==> src/rtl/agc_pkg.sv <==
package agc_pkg;

    typedef enum logic [1:0] {
        ST_WATCH = 2'd0,
        ST_SHED  = 2'd1,
        ST_WAKE  = 2'd2
    } agc_state_e;

endpackage

==> src/rtl/agc_sat_counter.sv <==
module agc_sat_counter #(
    parameter int W = 16
)(
    input  logic         clk,
    input  logic         rst_n,
    input  logic         inc,
    input  logic         clr,
    output logic [W-1:0] value
);
    localparam logic [W-1:0] TOP = '1;

    always_ff @(posedge clk or negedge rst_n) begin
        if (!rst_n) begin
            value <= '0;
        end else if (clr) begin
            value <= '0;
        end else if (inc && value != TOP) begin
            value <= value + W'(1);
        end
    end
endmodule

==> src/rtl/agc_adapt_thr.sv <==
module agc_adapt_thr #(
    parameter int W    = 16,
    parameter int MIN  = 4,
    parameter int MAX  = 40,
    parameter int INIT = 20
)(
    input  logic         clk,
    input  logic         rst_n,
    input  logic         lower,
    input  logic         raise,
    input  logic [W-1:0] step,
    output logic [W-1:0] thr
);
    localparam logic [W:0] MIN_X = (W+1)'(MIN);
    localparam logic [W:0] MAX_X = (W+1)'(MAX);

    logic [W:0] dn_raw;
    logic [W:0] up_raw;
    logic [W-1:0] dn_sat;
    logic [W-1:0] up_sat;

    always_comb begin
        dn_raw = {1'b0, thr} - {1'b0, step};
        up_raw = {1'b0, thr} + {1'b0, step};
        if (dn_raw[W] || dn_raw < MIN_X) begin
            dn_sat = MIN_X[W-1:0];
        end else begin
            dn_sat = dn_raw[W-1:0];
        end
        if (up_raw > MAX_X) begin
            up_sat = MAX_X[W-1:0];
        end else begin
            up_sat = up_raw[W-1:0];
        end
    end

    always_ff @(posedge clk or negedge rst_n) begin
        if (!rst_n) begin
            thr <= W'(INIT);
        end else if (raise) begin
            thr <= up_sat;
        end else if (lower) begin
            thr <= dn_sat;
        end
    end
endmodule

==> src/rtl/agc_mask_gen.sv <==
module agc_mask_gen #(
    parameter int N  = 8,
    parameter int AW = 4
)(
    input  logic [AW-1:0] count,
    output logic [N-1:0]  mask
);
    for (genvar i = 0; i < N; i++) begin : g_bit
        assign mask[i] = (count > AW'(i));
    end
endmodule

==> src/rtl/adaptive_gate_ctrl.sv <==
module adaptive_gate_ctrl
    import agc_pkg::*;
#(
    parameter int N_ENG    = 8,
    parameter int QW       = 8,
    parameter int CNT_W    = 16,
    parameter int THR_MIN  = 4,
    parameter int THR_MAX  = 40,
    parameter int THR_INIT = 20,
    localparam int AW      = $clog2(N_ENG + 1)
)(
    input  logic              clk,
    input  logic              rst_n,
    input  logic [QW-1:0]     q_depth,
    input  logic [QW-1:0]     q_limit,
    input  logic              buf_full,
    input  logic [CNT_W-1:0]  step,
    input  logic [AW-1:0]     eng_count,
    output logic [N_ENG-1:0]  eng_en
);
    localparam logic [AW-1:0] ALL_ENG = AW'(N_ENG);
    localparam logic [AW-1:0] ONE_ENG = AW'(1);

    agc_state_e       st;
    agc_state_e       st_nx;
    logic [AW-1:0]    act;
    logic [AW-1:0]    act_eff;
    logic [AW-1:0]    lim_cnt;
    logic [CNT_W-1:0] cnt;
    logic [CNT_W-1:0] thr;
    logic             can_grow;
    logic             can_trim;
    logic             cnt_inc;
    logic             cnt_clr;
    logic             thr_lower;
    logic             thr_raise;

    // Allowed engine count, clamped to 1..N_ENG
    always_comb begin
        if (eng_count == '0) begin
            lim_cnt = ONE_ENG;
        end else if (eng_count > ALL_ENG) begin
            lim_cnt = ALL_ENG;
        end else begin
            lim_cnt = eng_count;
        end
        act_eff  = (act > lim_cnt) ? lim_cnt : act;
        can_grow = (act_eff < lim_cnt);
        can_trim = (act_eff > ONE_ENG);
    end

    // State register
    always_ff @(posedge clk or negedge rst_n) begin
        if (!rst_n) begin
            st <= ST_WATCH;
        end else begin
            st <= st_nx;
        end
    end

    // Next-state logic
    always_comb begin
        st_nx = st;
        unique case (st)
            ST_WATCH: begin
                if (buf_full) begin
                    st_nx = can_grow ? ST_WAKE : ST_WATCH;
                end else if (cnt > thr && can_trim) begin
                    st_nx = ST_SHED;
                end
            end
            ST_SHED:  st_nx = ST_WATCH;
            ST_WAKE:  st_nx = ST_WATCH;
            default:  st_nx = ST_WATCH;
        endcase
    end

    // Per-state action decode
    always_comb begin
        cnt_inc   = 1'b0;
        cnt_clr   = 1'b0;
        thr_lower = 1'b0;
        thr_raise = 1'b0;
        unique case (st)
            ST_WATCH: cnt_inc = (q_depth > q_limit);
            ST_SHED: begin
                cnt_clr   = 1'b1;
                thr_lower = can_trim;
            end
            ST_WAKE: begin
                cnt_clr   = 1'b1;
                thr_raise = can_grow;
            end
            default: cnt_clr = 1'b1;
        endcase
    end

    // Running-engine count
    always_ff @(posedge clk or negedge rst_n) begin
        if (!rst_n) begin
            act <= ALL_ENG;
        end else begin
            unique case (st)
                ST_WATCH: act <= act_eff;
                ST_SHED:  act <= can_trim ? (act_eff - ONE_ENG) : act_eff;
                ST_WAKE:  act <= can_grow ? (act_eff + ONE_ENG) : act_eff;
                default:  act <= act_eff;
            endcase
        end
    end

    agc_sat_counter #(
        .W(CNT_W)
    ) u_pressure (
        .clk   (clk),
        .rst_n (rst_n),
        .inc   (cnt_inc),
        .clr   (cnt_clr),
        .value (cnt)
    );

    agc_adapt_thr #(
        .W    (CNT_W),
        .MIN  (THR_MIN),
        .MAX  (THR_MAX),
        .INIT (THR_INIT)
    ) u_thr (
        .clk   (clk),
        .rst_n (rst_n),
        .lower (thr_lower),
        .raise (thr_raise),
        .step  (step),
        .thr   (thr)
    );

    agc_mask_gen #(
        .N  (N_ENG),
        .AW (AW)
    ) u_mask (
        .count (act_eff),
        .mask  (eng_en)
    );
endmodule

==> config.mk <==
export PLATFORM = sky130hd
export DESIGN_NAME = adaptive_gate_ctrl
export DESIGN_NICKNAME = d
export VERILOG_FILES = /design/src/rtl/agc_pkg.sv /design/src/rtl/agc_sat_counter.sv /design/src/rtl/agc_adapt_thr.sv /design/src/rtl/agc_mask_gen.sv /design/src/rtl/adaptive_gate_ctrl.sv
export SDC_FILE = /design/constraint.sdc
export NUM_CORES = 1
export LEC_CHECK = 0
export ABC_AREA = 1
export BUFFER_PORTS_ARGS = -buffer_cell sky130_fd_sc_hd__buf_2
export CORE_MARGIN = 2
export CORE_UTILIZATION = 45
export DETAILED_ROUTE_END_ITERATION = 12
export PLACE_DENSITY = 0.63
export SETUP_SLACK_MARGIN = 0.1
export SLEW_MARGIN = 20
export SYNTH_ARGS = -nofsm -noshare
export SYNTH_HDL_FRONTEND = slang
export SYNTH_HIERARCHICAL = 1
export SYNTH_SLANG_ARGS = --single-unit
==> constraint.sdc <==
create_clock -name clk -period 7.45 [get_ports clk]
set_clock_uncertainty 0.2 [all_clocks]
set_input_delay 0.3725 -clock clk [delete_from_list [all_inputs] [get_ports clk]]
set_output_delay 0.3725 -clock clk [all_outputs]
set_load 0.1 [all_outputs]
==> results.sh, run 1 <==
export IMPL_drt_iter0_markers=458
export IMPL_async_reset_ff_frac=1.000
export IMPL_ant_nets=0
export IMPL_p_leak_nw=3.508
export IMPL_fp_dieW_um=116.4
export IMPL_io_pins=47
export IMPL_r2r_end="u_thr/thr[5]$_DFFE_PN0P_"
export IMPL_diodes=0
export IMPL_setup_tns_ns=0
export IMPL_dr_pass1_iters=5
export IMPL_cts_setup_buffers=0
export IMPL_cts_tree="built"
export IMPL_grt_pass1_wl_um=23400
export IMPL_die_area_mm2=0.01354
export IMPL_synth_top_family_by_area="simple AND/OR/NAND/NOR gates"
export IMPL_seq_area_frac_synth=0.1680
export IMPL_core_area_mm2=0.01247
export IMPL_comb_power_share=0.712
export IMPL_routed_top_layer="met4"
export IMPL_intPower_mw=0.8306
export IMPL_grt_overflow_total=0
export IMPL_antenna_found_initial=0
export IMPL_nets=1054
export IMPL_synth_mux_area_frac=0
export IMPL_ctsLongestPathBuffers=2
export IMPL_cts_max_level=2
export IMPL_hold_buffers=0
export IMPL_arrival_ns=4.12
export IMPL_clkLatencyLatePin_ns=0.28
export IMPL_synthAdderAreaFrac=0.1612
export IMPL_status="finished clean"
export IMPL_min_path_type="input pin to async pin"
export IMPL_yosys_area_share_simple=0.4404
export IMPL_hold_slack_ns=0.02850
export IMPL_synth_cell_types=54
export IMPL_mostFrequentLayoutCells="295 x nand2_1, 148 x inv_1, 85 x nand3_1"
export IMPL_syn_area_mm2=0.005682
export IMPL_ir_drop_mv=0.1837
export IMPL_ys_flop_type="dfrtp_1"
export IMPL_post_route_period_util=0.5555
export IMPL_wl_met3_um=438
export IMPL_power_density_mw_per_mm2=324.6
export IMPL_clockRootBuffer="clkbuf_16"
export IMPL_rr_worst_depth=18
export IMPL_drcViolationCount=0
export IMPL_required_ns=7.43
export IMPL_dieHeight_um=116.4
export IMPL_cp_start_kind="flip-flop"
export IMPL_drive_gt1_frac=0.1472
export IMPL_design_power_total_mw=2.008
export IMPL_vias_per_cell=4.850
export IMPL_crit_type="flip-flop to flip-flop"
export IMPL_finalCriticalPeriod_ns=4.139
export IMPL_grt_pass1_vias=4813
export IMPL_finalSetupViolCount=0
export IMPL_final_common_cell="nand2_1"
export IMPL_rsz0062_at_grt="false"
export IMPL_cts_resized=0
export IMPL_initial_core_util=0.4558
export IMPL_num_rows=41
export IMPL_drv_cap=0
export IMPL_numCtsBuffers=5
export IMPL_synth_area_leaders="nand2_1 19%, dfrtp_1 15%, ha_1 15%"
export IMPL_grt_max_degree=39
export IMPL_synth_top_area_share=0.1949
export IMPL_syn_inst=907
export IMPL_switching_power_mw=1.177
export IMPL_max_freq_ghz=0.2416
export IMPL_ys_ff_latch=38
export IMPL_syn_to_final_growth_pct=8.875
export IMPL_fillCellCount=1351
export IMPL_tightest_slew_ns=1.001
export IMPL_cts_sinks=38
export IMPL_vias=5413
export IMPL_dp_hpwl_um=11350
export IMPL_crit_path_max_fanout=19
export IMPL_syn_num_nets=1018
export IMPL_avgSynthCellArea_um2=6.264
export IMPL_wl_met2_um=5902
export IMPL_synth_compound_area_frac=0.08280
export IMPL_yosysWarningCount=6
export IMPL_portBuffers=46
export IMPL_synth_edf_count=0
export IMPL_wirelength_um=13680
export IMPL_synth_xor_area_frac=0.01387
export IMPL_reg2reg_slack_ns=3.31
export IMPL_met1_length_um=7285
export IMPL_slew_violations=0
export IMPL_clk_pin_slew_ns=0.06
export IMPL_slew_headroom=0.3303
export IMPL_globalplace_congestion=0.8790
export IMPL_rr_startpoint="act[3]$_DFF_PN1_"
export IMPL_seqPwrFrac=0.147
export IMPL_wire_per_inst_um=12.26
export IMPL_yosysTopAreaCell="nand2_1"
export IMPL_grt_total_usage=0.2129
export IMPL_worstSetupEndpointType="flip-flop"
export IMPL_hold_viol_final=0
export IMPL_swShare=0.5863
export IMPL_power_frac_clock=0.141
final cells by class:
class | count | area (µm²) | area share
sequential | 38 | 954.7 | 0.1543
clock inverter | 2 | 60.06 | 0.009709
inverter | 164 | 619.3 | 0.1001
timing repair buffer | 46 | 230.2 | 0.03722
clock buffer | 6 | 138.9 | 0.02245
multi-input combinational | 688 | 3968 | 0.6414
tap | 172 | 215.2 | 0.03479
per-stage QoR:
step / util / setup slack (ns) / instances / instance area (µm²)
floorplan: - / 4.159 / 907 / 5682
global placement: 0.4803 / 3.128 / 1108 / 5987
detailed placement: 0.4803 / 3.076 / 1108 / 5987
CTS: 0.4962 / 3.308 / 1116 / 6186
global route: 0.4962 / 2.834 / 1116 / 6186
finish: 0.4962 / 3.311 / 1116 / 6186
metal layers:
layer,vias to the layer above,global-route usage
met5,-,0
met4,0,0.02063
met3,7,0.02024
met2,91,0.3275
met1,2381,0.3331
li1,2934,-
critical path, cell delays in order, from the launching register on:
cell	delay, ns
dfstp_2	0.54
ha_1	0.25
nand2_1	0.09
clkinv_2	0.09
nand2_4	0.10
nand2_8	0.08
nand3_1	0.16
nand2_2	0.12
ha_1	0.31
nand2_1	0.05
inv_1	0.08
nand2_2	0.07
nand2_2	0.11
nor2_4	0.09
nor2_1	0.78
inv_1	0.42
or2_2	0.38
nand2_1	0.07
inv_1	0.03
kinds of logic after synthesis:
kind of cell	count (synthesis)
flops	38
buf+inv	181
simple gates	533
xor+xnor	9
compound gates	74
fa+ha+maj	72
power by group through the flow:
stage                     sequential, mW  combinational [mW]  clock (mW)
final                              0.294                1.43       0.283
after global routing               0.301                1.60       0.300
after floorplan                    0.280                1.21           0
after global placement             0.302                1.42           0
after CTS                          0.297                1.43       0.288
after detailed placement           0.300                1.43           0
sequential cells by signal (all words and copies together), names as in the netlist:
register	cells
act	4
st	2
u_thr/thr	16
u_pressure/value	16
worst max-delay path by stage:
stage / end / from / slack (ns) / cells after the start
2_1_floorplan: u_thr/thr[5]$_DFFE_PN0P_ / eng_count[1] / 4.16 / 22
3_3_place_gp: u_thr/thr[5]$_DFFE_PN0P_ / eng_count[3] / 3.13 / 21
3_5_place_dp: u_thr/thr[5]$_DFFE_PN0P_ / eng_count[3] / 3.08 / 21
4_1_cts: u_thr/thr[5]$_DFFE_PN0P_ / act[3]$_DFF_PN1_ / 3.31 / 16
5_1_grt: u_thr/thr[5]$_DFFE_PN0P_ / act[3]$_DFF_PN1_ / 2.83 / 18
6_report: u_thr/thr[5]$_DFFE_PN0P_ / act[3]$_DFF_PN1_ / 3.31 / 18
synth_stat cells (2+ instances only):
cell type	number
nand2_1	295
inv_1	148
nand3_1	85
ha_1	70
nor2_1	59
dfrtp_1	35
a21oi_1	33
nand4_1	24
nand2_2	19
o21ai_0	17
inv_2	12
nor2_4	8
nand3_2	7
o21bai_1	7
xor2_1	6
a21oi_2	5
buf_6	5
nand2_4	5
nor2_2	5
nor3_1	5
or2_2	5
buf_4	4
and2_1	3
buf_2	3
dfstp_2	3
nand3b_1	3
xnor2_1	3
clkbuf_1	2
clkinv_1	2
fa_1	2
nand2_8	2
nand3_4	2
o21ai_2	2
No activity file was read; power rests on OpenSTA's default activity.
==> run 2, diff against run 1 <==
Settings changed: ABC_AREA 1 to 0.
Clock period 7.45 ns to 4.3 ns, I/O delays scaled along.
==> run 2 against run 1 <==
Net effect:
- via count decreased by 8.0%
- critical path depth is the same
- worst hold slack better by 0.13 ns
- design area is 4.4% lower
- synthesized cell count down 30%
- first-iteration DRC count fell by 50%
- core utilization is 4.2 points higher
==> results.sh, run 2 <==
export IMPL_path_cells="ha_4, nor2b_4, o211a_4, o21a_4, mux2_4, ha_4, a2111oi_4, nand2_1, o22ai_2, and2_4, inv_4, a311oi_2, nand4_1, nor4_1, nand4_1, and4bb_4, and2_4, a221o_1"
export IMPL_rr_worst_depth=18
export IMPL_synth_mux_area_frac=0.02643
export IMPL_slew_violations=0
export IMPL_p_leak_nw=2.745
export IMPL_cp_slowest_cell="dfrtp_1"
export IMPL_swShare=0.5195
export IMPL_initial_core_util=0.4656
export IMPL_seqPwrFrac=0.164
export IMPL_tightest_slew_ns=0.8477
export IMPL_numCtsBuffers=5
export IMPL_synthAdderAreaFrac=0.1791
export IMPL_synth_most_common_cell="inv_1"
export IMPL_wirelength_um=13760
export IMPL_cp_num_cells=18
export IMPL_mostFrequentLayoutCells="76 x inv_1, 66 x ha_1, 46 x buf_2"
export IMPL_max_freq_ghz=0.2471
export IMPL_syn_area_mm2=0.005114
export IMPL_grt_util_met2=0.3730
export IMPL_worstSetupEndpointType="flip-flop"
export IMPL_core_area_mm2=0.01098
export IMPL_power_frac_clock=0.133
export IMPL_drv_cap=0
export IMPL_yosysTopAreaCell="dfrtp_1"
export IMPL_synth_cell_types=86
export IMPL_finalNonFillerCells=845
export IMPL_synth_area_leaders="dfrtp_1 17%, ha_1 17%, inv_1 5.7%"
export IMPL_seq_area_frac_synth=0.1867
export IMPL_post_route_period_util=0.9413
export IMPL_yosysWarningCount=6
export IMPL_synth_common_cells="78 x inv_1, 70 x ha_1, 46 x a21oi_1"
export IMPL_rr_startpoint="act[1]$_DFF_PN0_"
export IMPL_hold_viol_final=0
export IMPL_cts_sinks=38
export IMPL_ys_ff_latch=38
export IMPL_top_usage_layer="met2"
export IMPL_nets=815
export IMPL_avgSynthCellArea_um2=8.003
export IMPL_place_inst=834
export IMPL_ir_drop_mv=0.5619
export IMPL_vias=4979
export IMPL_required_ns=4.32
export IMPL_grt_pass1_wl_um=23090
export IMPL_rsz0062_at_grt="true"
export IMPL_dp_hpwl_um=11020
export IMPL_endpoint="u_thr/thr[1]$_DFFE_PN0P_"
export IMPL_synth_edf_count=0
export IMPL_drive_gt1_frac=0.1901
export IMPL_status="finished clean"
export IMPL_finalCriticalPeriod_ns=4.047
export IMPL_comb_power_share=0.703
export IMPL_grt_overflow_total=0
export IMPL_globalplace_congestion=0.9300
export IMPL_clockRootBuffer="clkbuf_16"
export IMPL_cp_slowest_stage_delay_ns=0.41
export IMPL_crit_path_max_fanout=5
export IMPL_cp_start_kind="flip-flop"
export IMPL_crit_start="act[1]$_DFF_PN0_"
export IMPL_top_regs="u_pressure/value (16), u_thr/thr (16), act (4)"
export IMPL_arrival_ns=4.06
export IMPL_antenna_found_initial=0
export IMPL_r2r_end="u_thr/thr[1]$_DFFE_PN0P_"
export IMPL_async_reset_ff_frac=1.000
export IMPL_vias_per_cell=5.892
export IMPL_yosys_area_share_simple=0.2244
export IMPL_syn_inst=639
export IMPL_synth_top_area_share=0.1713
export IMPL_drt_iter0_markers=227
export IMPL_io_pins=47
export IMPL_cts_max_level=2
export IMPL_grt_max_degree=39
export IMPL_portBuffers=46
export IMPL_final_common_cell="inv_1"
export IMPL_grt_pass1_vias=4800
export IMPL_dr_pass1_iters=4
export IMPL_grt_util_met1=0.3073
export IMPL_syn_to_final_growth_pct=15.68
export IMPL_cp_top_family="simple AND/OR/NAND/NOR gates"
export IMPL_die_area_mm2=0.01223
export IMPL_synth_top_family_by_area="compound AO/OA/AOI/OAI gates"
export IMPL_drcViolationCount=0
export IMPL_hold_slack_ns=0.1598
export IMPL_use_met3=0.01482
export IMPL_clkLatencyLatePin_ns=0.28
export IMPL_path_buf_inv=1
export IMPL_fp_dieW_um=110.6
export IMPL_switching_power_mw=1.438
export IMPL_crit_type="flip-flop to flip-flop"
export IMPL_diodes=0
export IMPL_fillCellCount=1013
export IMPL_dieHeight_um=110.6
export IMPL_ctsLongestPathBuffers=2
export IMPL_min_path_type="input pin to flip-flop"
export IMPL_ys_flop_type="dfrtp_1"
export IMPL_syn_num_nets=750
export IMPL_ant_nets=0
export IMPL_grt_total_usage=0.2229
export IMPL_cts_tree="built"
export IMPL_power_density_mw_per_mm2=467.9
export IMPL_slew_headroom=0.4306
export IMPL_synth_compound_area_frac=0.2804
export IMPL_num_rows=38
export IMPL_wire_per_inst_um=16.28
export IMPL_reg2reg_slack_ns=0.25
export IMPL_intPower_mw=1.330
export IMPL_finalSetupViolCount=0
export IMPL_clk_pin_slew_ns=0.05
export IMPL_synth_xor_area_frac=0.02055
run 2: changes by cell type after synthesis, moves of 13 or more:
cell	before	now
nand2_1	295	33
a21oi_1	33	46
nand3_1	85	18
nor2_1	59	35
nand2_2	19	0
o31ai_1	1	14
inv_1	148	78
nor2b_1	0	19
clkbuf_1	2	17
o21a_1	0	14
run 2: through the flow:
step	setup TNS (ns)	setup slack [ns]	total power, mW	instance area [µm²]	utilization
3_5_place_dp	-0.5290	-0.1033	2.360	5700	0.5190
5_1_grt	0	0.03211	2.952	5916	0.5386
6_report	0	0.2526	2.768	5916	0.5386
4_1_cts	0	0.1568	2.738	5871	0.5345
2_1_floorplan	0	0.07543	1.901	5176	-
3_3_place_gp	0	0.02449	2.326	5700	0.5190
run 2: cells by family after synthesis:
logic type,after synthesis
DFF,38
and+or+nand+nor,201
buffers and inverters,102
muxes,12
AOI/OAI and AO/OA,202
xor gates and xnor gates,12
adders and majority gates,72
run 2: repair_timing:
action / in CTS / in global routing
hold endpoints to repair: 36 / 0
endpoints found under the setup margin: 6 / 8
gates resized for setup: 2 / 7
hold buffers: 2 / 0
pin swaps: 2 / 1
setup buffers: 0 / 1
run 2: layout make-up:
type | count | area [µm²] | share of cell area
repair buffers | 82 | 505.5 | 0.08545
inverters | 78 | 297.8 | 0.05034
flip-flops and latches | 38 | 954.7 | 0.1614
multi-input cells | 499 | 3836 | 0.6485
clock buffers | 8 | 146.4 | 0.02475
well taps | 140 | 175.2 | 0.02961
run 2: power by group through the flow:
stage	Sequential [mW]	Combinational (mW)	Clock [mW]
after floorplan	0.455	1.45	0
after global placement	0.458	1.87	0
after detailed placement	0.459	1.90	0
after CTS	0.454	1.91	0.374
after global routing	0.462	2.10	0.387
final	0.455	1.94	0.369
run 2: worst min-delay path by stage:
stage | depth (start not counted) | endpoint | startpoint
2_1_floorplan | 0 | act[0]$_DFF_PN0_ | rst_n
3_3_place_gp | 1 | u_pressure/value[2]$_DFFE_PN0P_ | rst_n
3_5_place_dp | 1 | u_pressure/value[7]$_DFFE_PN0P_ | rst_n
4_1_cts | 4 | u_thr/thr[0]$_DFFE_PN0P_ | step[0]
5_1_grt | 4 | u_thr/thr[0]$_DFFE_PN0P_ | step[0]
6_report | 4 | u_thr/thr[0]$_DFFE_PN0P_ | step[0]
run 2: per-layer routing:
metal / share of wire / vias to the layer above
li1: - / 2509
met1: 0.47 / 2324
met2: 0.47 / 125
met3: 0.035 / 21
met4: 0.021 / 0
met5: 0 / -
run 2: worst min-delay path: stages:
cell,delay (ns)
buf_2,0.09
ha_1,0.13
a21oi_1,0.06
o31a_1,0.10
